==> config.mk <==
export PLATFORM = sky130hd
export DESIGN_NAME = addr_rebase_bridge
export DESIGN_NICKNAME = d
export VERILOG_FILES = /design/src/rtl/rebase_pkg.sv /design/src/rtl/rebase_ctrl.sv /design/src/rtl/rebase_datapath.sv /design/src/rtl/addr_rebase_bridge.sv
export SDC_FILE = /design/constraint.sdc
export NUM_CORES = 1
export LEC_CHECK = 0
export BUFFER_PORTS_ARGS = -buffer_cell sky130_fd_sc_hd__buf_2
export CORE_MARGIN = 2
export CORE_UTILIZATION = 50
export DETAILED_ROUTE_END_ITERATION = 16
export GPL_TIMING_DRIVEN = 0
export PLACE_DENSITY = 0.76
export SKIP_LAST_GASP = 1
export SYNTH_ARGS = -nofsm -noshare
export SYNTH_HDL_FRONTEND = slang
export SYNTH_SLANG_ARGS = --single-unit
==> constraint.sdc <==
create_clock -name clk -period 7.1 [get_ports clk]
set_input_delay 1.065 -clock clk [delete_from_list [all_inputs] [get_ports clk]]
set_output_delay 1.065 -clock clk [all_outputs]
set_load 0.01 [all_outputs]
==> src/rtl/rebase_pkg.sv <==
`timescale 1ns/1ps
package rebase_pkg;
  localparam logic [1:0] CFG_TGT_LO = 2'd0;
  localparam logic [1:0] CFG_TGT_HI = 2'd1;
  localparam logic [1:0] CFG_MODE   = 2'd2;
  localparam logic [1:0] CFG_UPPER  = 2'd3;

  localparam int CH_INB = 0;
  localparam int CH_OB  = 1;

  typedef struct packed {
    logic inbLoad;
    logic obLoad;
    logic wrTgtLo;
    logic wrTgtHi;
    logic wrMode;
    logic wrUpper;
  } ctrlStrobes_t;
endpackage

==> src/rtl/rebase_ctrl.sv <==
`timescale 1ns/1ps
module rebase_ctrl
  import rebase_pkg::*;
#(
  parameter int NUM_CH = 2
) (
  input  logic              clk,
  input  logic              rstN,
  input  logic              cfgWrEn,
  input  logic [1:0]        cfgSel,
  input  logic [NUM_CH-1:0] srcValid,
  output logic [NUM_CH-1:0] srcReady,
  output logic [NUM_CH-1:0] dstValid,
  input  logic [NUM_CH-1:0] dstReady,
  output ctrlStrobes_t      strobes
);
  logic [NUM_CH-1:0] take;

  for (genvar c = 0; c < NUM_CH; c++) begin : g_ch
    logic vldQ;
    assign srcReady[c] = !vldQ || dstReady[c];
    assign take[c]     = srcValid[c] && srcReady[c];
    assign dstValid[c] = vldQ;
    always_ff @(posedge clk) begin
      if (!rstN)            vldQ <= 1'b0;
      else if (srcReady[c]) vldQ <= srcValid[c];
    end
  end

  always_comb begin
    strobes         = '0;
    strobes.inbLoad = take[CH_INB];
    strobes.obLoad  = take[CH_OB];
    strobes.wrTgtLo = cfgWrEn && (cfgSel == CFG_TGT_LO);
    strobes.wrTgtHi = cfgWrEn && (cfgSel == CFG_TGT_HI);
    strobes.wrMode  = cfgWrEn && (cfgSel == CFG_MODE);
    strobes.wrUpper = cfgWrEn && (cfgSel == CFG_UPPER);
  end
endmodule

==> src/rtl/rebase_datapath.sv <==
`timescale 1ns/1ps
module rebase_datapath
  import rebase_pkg::*;
#(
  parameter int              IN_W    = 32,
  parameter int              CPU_W   = 64,
  parameter logic [IN_W-1:0] NC_BASE = 32'h8000_0000
) (
  input  logic             clk,
  input  logic             rstN,
  input  ctrlStrobes_t     strobes,
  input  logic [IN_W-1:0]  cfgWrData,
  input  logic [IN_W-1:0]  inAddr,
  input  logic [CPU_W-1:0] obAddr,
  output logic [CPU_W-1:0] inbOutAddr,
  output logic             inbOutErr,
  output logic [IN_W-1:0]  obOutAddr,
  output logic             obOutErr
);
  // Upper part of the CPU address; must fit in one config word.
  localparam int UP_W = CPU_W - IN_W;

  logic [IN_W-1:0]  tgtLo;
  logic [UP_W-1:0]  tgtHi;
  logic             ncMode;
  logic [UP_W-1:0]  upperMatch;

  logic             inWin;
  logic [IN_W-1:0]  inOff;
  logic [CPU_W-1:0] inbNext;
  logic             obHit;

  always_ff @(posedge clk) begin
    if (!rstN) begin
      tgtLo      <= '0;
      tgtHi      <= '0;
      ncMode     <= 1'b0;
      upperMatch <= '0;
    end else begin
      if (strobes.wrTgtLo) tgtLo      <= cfgWrData;
      if (strobes.wrTgtHi) tgtHi      <= cfgWrData[UP_W-1:0];
      if (strobes.wrMode)  ncMode     <= cfgWrData[0];
      if (strobes.wrUpper) upperMatch <= cfgWrData[UP_W-1:0];
    end
  end

  // Inbound: window compare, rebase, then 64-bit offset add.
  always_comb begin
    inWin   = !ncMode || (inAddr >= NC_BASE);
    inOff   = ncMode ? (inAddr - NC_BASE) : inAddr;
    inbNext = {tgtHi, tgtLo} + CPU_W'(inOff);
  end

  // Outbound: upper half must match the programmed value.
  assign obHit = (obAddr[CPU_W-1:IN_W] == upperMatch);

  always_ff @(posedge clk) begin
    if (!rstN) begin
      inbOutAddr <= '0;
      inbOutErr  <= 1'b0;
      obOutAddr  <= '0;
      obOutErr   <= 1'b0;
    end else begin
      if (strobes.inbLoad) begin
        inbOutAddr <= inWin ? inbNext : '0;
        inbOutErr  <= !inWin;
      end
      if (strobes.obLoad) begin
        obOutAddr <= obHit ? obAddr[IN_W-1:0] : '0;
        obOutErr  <= !obHit;
      end
    end
  end
endmodule

==> src/rtl/addr_rebase_bridge.sv <==
`timescale 1ns/1ps
module addr_rebase_bridge
  import rebase_pkg::*;
#(
  parameter int              IN_W    = 32,
  parameter int              CPU_W   = 64,
  parameter logic [IN_W-1:0] NC_BASE = 32'h8000_0000
) (
  input  logic             clk,
  input  logic             rstN,
  input  logic             cfgWrEn,
  input  logic [1:0]       cfgSel,
  input  logic [IN_W-1:0]  cfgWrData,
  input  logic             inValid,
  output logic             inReady,
  input  logic [IN_W-1:0]  inAddr,
  output logic             inbOutValid,
  input  logic             inbOutReady,
  output logic [CPU_W-1:0] inbOutAddr,
  output logic             inbOutErr,
  input  logic             obValid,
  output logic             obReady,
  input  logic [CPU_W-1:0] obAddr,
  output logic             obOutValid,
  input  logic             obOutReady,
  output logic [IN_W-1:0]  obOutAddr,
  output logic             obOutErr
);
  localparam int NUM_CH = 2;

  ctrlStrobes_t      strobes;
  logic [NUM_CH-1:0] srcReady;
  logic [NUM_CH-1:0] dstValid;

  assign inReady     = srcReady[CH_INB];
  assign obReady     = srcReady[CH_OB];
  assign inbOutValid = dstValid[CH_INB];
  assign obOutValid  = dstValid[CH_OB];

  rebase_ctrl #(.NUM_CH(NUM_CH)) uCtrl (
    .clk      (clk),
    .rstN     (rstN),
    .cfgWrEn  (cfgWrEn),
    .cfgSel   (cfgSel),
    .srcValid ({obValid, inValid}),
    .srcReady (srcReady),
    .dstValid (dstValid),
    .dstReady ({obOutReady, inbOutReady}),
    .strobes  (strobes)
  );

  rebase_datapath #(.IN_W(IN_W), .CPU_W(CPU_W), .NC_BASE(NC_BASE)) uDp (
    .clk        (clk),
    .rstN       (rstN),
    .strobes    (strobes),
    .cfgWrData  (cfgWrData),
    .inAddr     (inAddr),
    .obAddr     (obAddr),
    .inbOutAddr (inbOutAddr),
    .inbOutErr  (inbOutErr),
    .obOutAddr  (obOutAddr),
    .obOutErr   (obOutErr)
  );
endmodule

==> impl_metrics.py <==
metrics = {
    "floorplanning": {
        "start_util_pct": 50.4,
        "dieArea_um2": 20600,
        "die_w_um": 143,
        "die_y_um": 143,
        "placeableCoreArea_um2": 19300,
        "io-pin-count": 239,
        "row_count": 51,
    },
    "routing": {
        "vias_per_cell": 5.33,
        "drc": 0,
        "finalWirelength_um": 27800,
        "ant_nets": 0,
        "dr.pass1.iters": 5,
        "drt_iter0_drc": 604,
        "dr_total_vias": 8994,
        "drt-wirelength-per-cell_um": 16.5,
    },
    "cells_and_area": {
        "finalNonFillerCells": 1687,
        "drive_above_1_share_pct": 21.1,
        "fin_area_um2": 11900,
        "syn2layout_area_growth_pct": 21.9,
        "nNetsFinal": 1577,
        "final_util_pct": 61.5,
        "fillers": 1765,
    },
    "placement": {
        "hpwl_um": 21700,
        "placed_cells": 1653,
        "placed_area_um2": 11200,
        "port_buffers": 237,
        "dp_slack_ps": 3230,
        "gp_congestion": 0.918,
    },
    "worst_setup_path": {
        "cp.depth": 13,
        "crit_start": "inAddr[0]",
        "path_buf_inv": 2,
        "r2r_cells": 12,
        "worstPathArrival_ps": 3790,
        "required_ps": 7410,
        "cp_slowest_cell": "or3b_4",
        "path_cells": "buf_2 > ha_1 > fa_1 > a21oi_1 > nand4b_1 > a21oi_1 > or3b_4 > a21oi_2 > o31ai_4 > buf_6 > nand3_1 > xor2_1 > o21ai_1",
        "cp_top_family": "compound AO/OA/AOI/OAI gates",
        "end_kind": "register",
        "cp-start-kind": "input port",
        "cp_slowest_stage_delay_ps": 440,
        "cp_max_fo": 10,
        "cpMostUsedCell": "a21oi_1",
        "worst-setup-path-type": "in -> reg",
        "r2r_start": "uDp.tgtLo[0]",
    },
    "synth": {
        "synth_cell_types": 63,
        "synth.avg_cell_area_um2": 8.45,
        "synth_edf_count": 0,
        "synth_xor_area_share_pct": 8.20,
        "synth_simple_gate_area_share_pct": 20.6,
        "ys_warn_count": 0,
        "syn-num-nets": 1321,
        "synth_compound_area_share_pct": 22.3,
        "async_flop_share_pct": 0,
        "synthesis.area_um2": 9720,
        "synth_top_family_by_area": "compound AO/OA/AOI/OAI gates",
        "synth_cells": 1151,
        "synth-adder-area-share_pct": 4.32,
        "synth-main-ff-cell": "dfxtp_1",
        "muxShareOfSynthArea_pct": 0.412,
        "ys_seq_area_share_pct": 40.6,
        "yosysTopAreaCell": "dfxtp_1",
        "synth.ff_latch_count": 197,
        "yosys.area.top_type_share_pct": 40.6,
        "synthTopCellsByArea": "dfxtp_1 41%, nand2_1 10%, a21boi_0 7.8%",
    },
    "sta": {
        "tightest_slew_ps": 792,
        "max_freq_mhz": 288,
        "setup_slack_ps": 3630,
        "slew_headroom_pct": 47.2,
        "fin_crit_sh_pct": 48.9,
        "hold_ws_ps": 446,
        "final-setup-viol-count": 0,
        "setup_tns_ps": 0,
        "slew_viol_final": 0,
        "hold_violations": 0,
        "rsz0062_at_grt": "false",
        "fin_crit_ps": 3470,
        "skew_ps": 8.13,
    },
    "cts": {
        "cts_buffers": 17,
        "cts_sinks": 197,
        "clk_pin_slew_ps": 70,
        "cts_tree": "done",
        "hold_buffers": 0,
        "postCtsSetupBuffers": 0,
        "cts_buffer_depth": 2,
        "htree_levels": 4,
        "insertion_delay_ps": 440,
        "ctsResizeCount": 0,
        "root_buffer": "clkbuf_16",
    },
    "run_status": {
        "outcome": "complete, no violations",
    },
    "power": {
        "p_leak_nw": 5.05,
        "power_mw": 2.48,
        "peakVddDrop_uv": 204,
        "powerDensity_nw_per_um2": 209,
    },
    "min_path": {
        "min_path_cells": 2,
        "hold_class": "reg -> reg",
        "hold_path_startpoint": "uDp.inbOutAddr[56]",
    },
    "global_route": {
        "grt_pass1_vias": 8131,
        "grt_max_degree": 20,
        "antenna_found_initial": 3,
        "grt_pass1_wl_um": 42800,
        "grt.overflow.total": 0,
        "grtUsageTotal_pct": 26.6,
    },
    "job": {
        "maxCapViolCount": 0,
    },
}
[state kept, by name, summed over array words and instances (netlist names)]
signal,count
uDp.upperMatch,32
uCtrl.g_ch.vldQ,2
uDp.tgtLo,32
uDp.ncMode,1
uDp.inbOutErr,1
uDp.tgtHi,32
uDp.obOutErr,1
uDp.obOutAddr,32
uDp.inbOutAddr,64
[where the power goes]
group / internal (mW) / switching (mW) / total (mW) / leakage (nW)
clock: 0.537 / 0.470 / 1.01 / 0.291
combinational: 0.125 / 0.177 / 0.302 / 3.16
sequential: 1.14 / 0.0262 / 1.17 / 1.60
total: 1.80 / 0.674 / 2.48 / 5.05
[final cells by class]
cell class / count / area [um^2] / area share (%)
diodes: 2 / 5.00 / 0.0422
plain buffers: 75 / 305 / 2.58
clock buffers: 17 / 425 / 3.59
clock inverters: 15 / 183 / 1.54
inverters: 12 / 45.0 / 0.380
multi-input cells: 867 / 5430 / 45.8
flip-flops and latches: 197 / 3940 / 33.3
well taps: 265 / 332 / 2.80
repair buffers: 237 / 1190 / 10.0
[worst min-delay path, delay by kind of cell, from the launching register on]
family / cells / cell delay (ps)
compound gates: 1 / 50
simple gates: 1 / 50
flops: 1 / 310
[synth_stat cells, types with 2 or more instances]
cell       instances
a211o_1            2
a211oi_1           4
a21boi_0         101
a21o_1            14
a21oi_1           37
a22oi_1           47
a31oi_1            6
and2_1             7
and3_1            17
and4_1             4
buf_2              7
buf_6              2
clkbuf_1          65
dfxtp_1          197
ha_1              32
inv_1             12
mux2i_1            4
nand2_1          270
nand2b_1           4
nand3_1           16
nand4_1           16
nor2_1            15
nor2b_1           55
nor3_1             6
nor3b_1            4
nor4_1             8
o2111ai_1          4
o2111ai_2          3
o211ai_1           2
o211ai_2           4
o21ai_0           41
o21ai_1           21
o21bai_1           3
o31a_1             2
or2_2              2
xnor2_1           17
xor2_1            74
[layout by cell type (no fill, tap or decap), types with 8 or more instances in the layout]
cell type	netlist	final
xnor2_1	17	17
dfxtp_1	197	197
nand2_1	270	270
o21ai_1	21	21
a21oi_1	37	37
clkbuf_1	65	65
nand3_1	16	16
clkbuf_16	0	17
o21ai_0	41	41
ha_1	32	32
nor2b_1	55	55
nand4_1	16	16
buf_2	7	244
a22oi_1	47	47
a21boi_0	101	101
inv_1	12	12
nor2_1	15	15
a21o_1	14	14
xor2_1	74	74
and3_1	17	17
nor4_1	8	8
[routing by layer]
metal	GRT usage [%]	up-vias	share of wire (%)	routed length [um]
li1	-	4488	-	-
met1	34.8	4152	43	12100
met2	44.2	312	47	13100
met3	5.53	40	7.4	2050
met4	8.10	2	2.0	556
met5	0	-	0.029	8
[cell families (layout without fill, tap and decap cells)]
kind of cell | Yosys count | after routing
flip-flops | 197 | 197
AO/OA/AOI/OAI | 307 | 307
XOR/XNOR | 91 | 91
adder cells (fa/ha/maj) | 33 | 33
buffers and inverters | 87 | 356
multiplexers | 4 | 4
other | 0 | 2
AND/OR/NAND/NOR | 432 | 432
[final timing paths]
kind / slack, ps / to
worst max-delay path: 3630 / uDp.inbOutAddr[50]
worst min-delay path: 450 / uDp.inbOutAddr[56]
worst max register to register: 4000 / uDp.inbOutAddr[50]
worst min register to register: 450 / uDp.inbOutAddr[56]
Note: power is estimated with default switching activity, not from simulation.
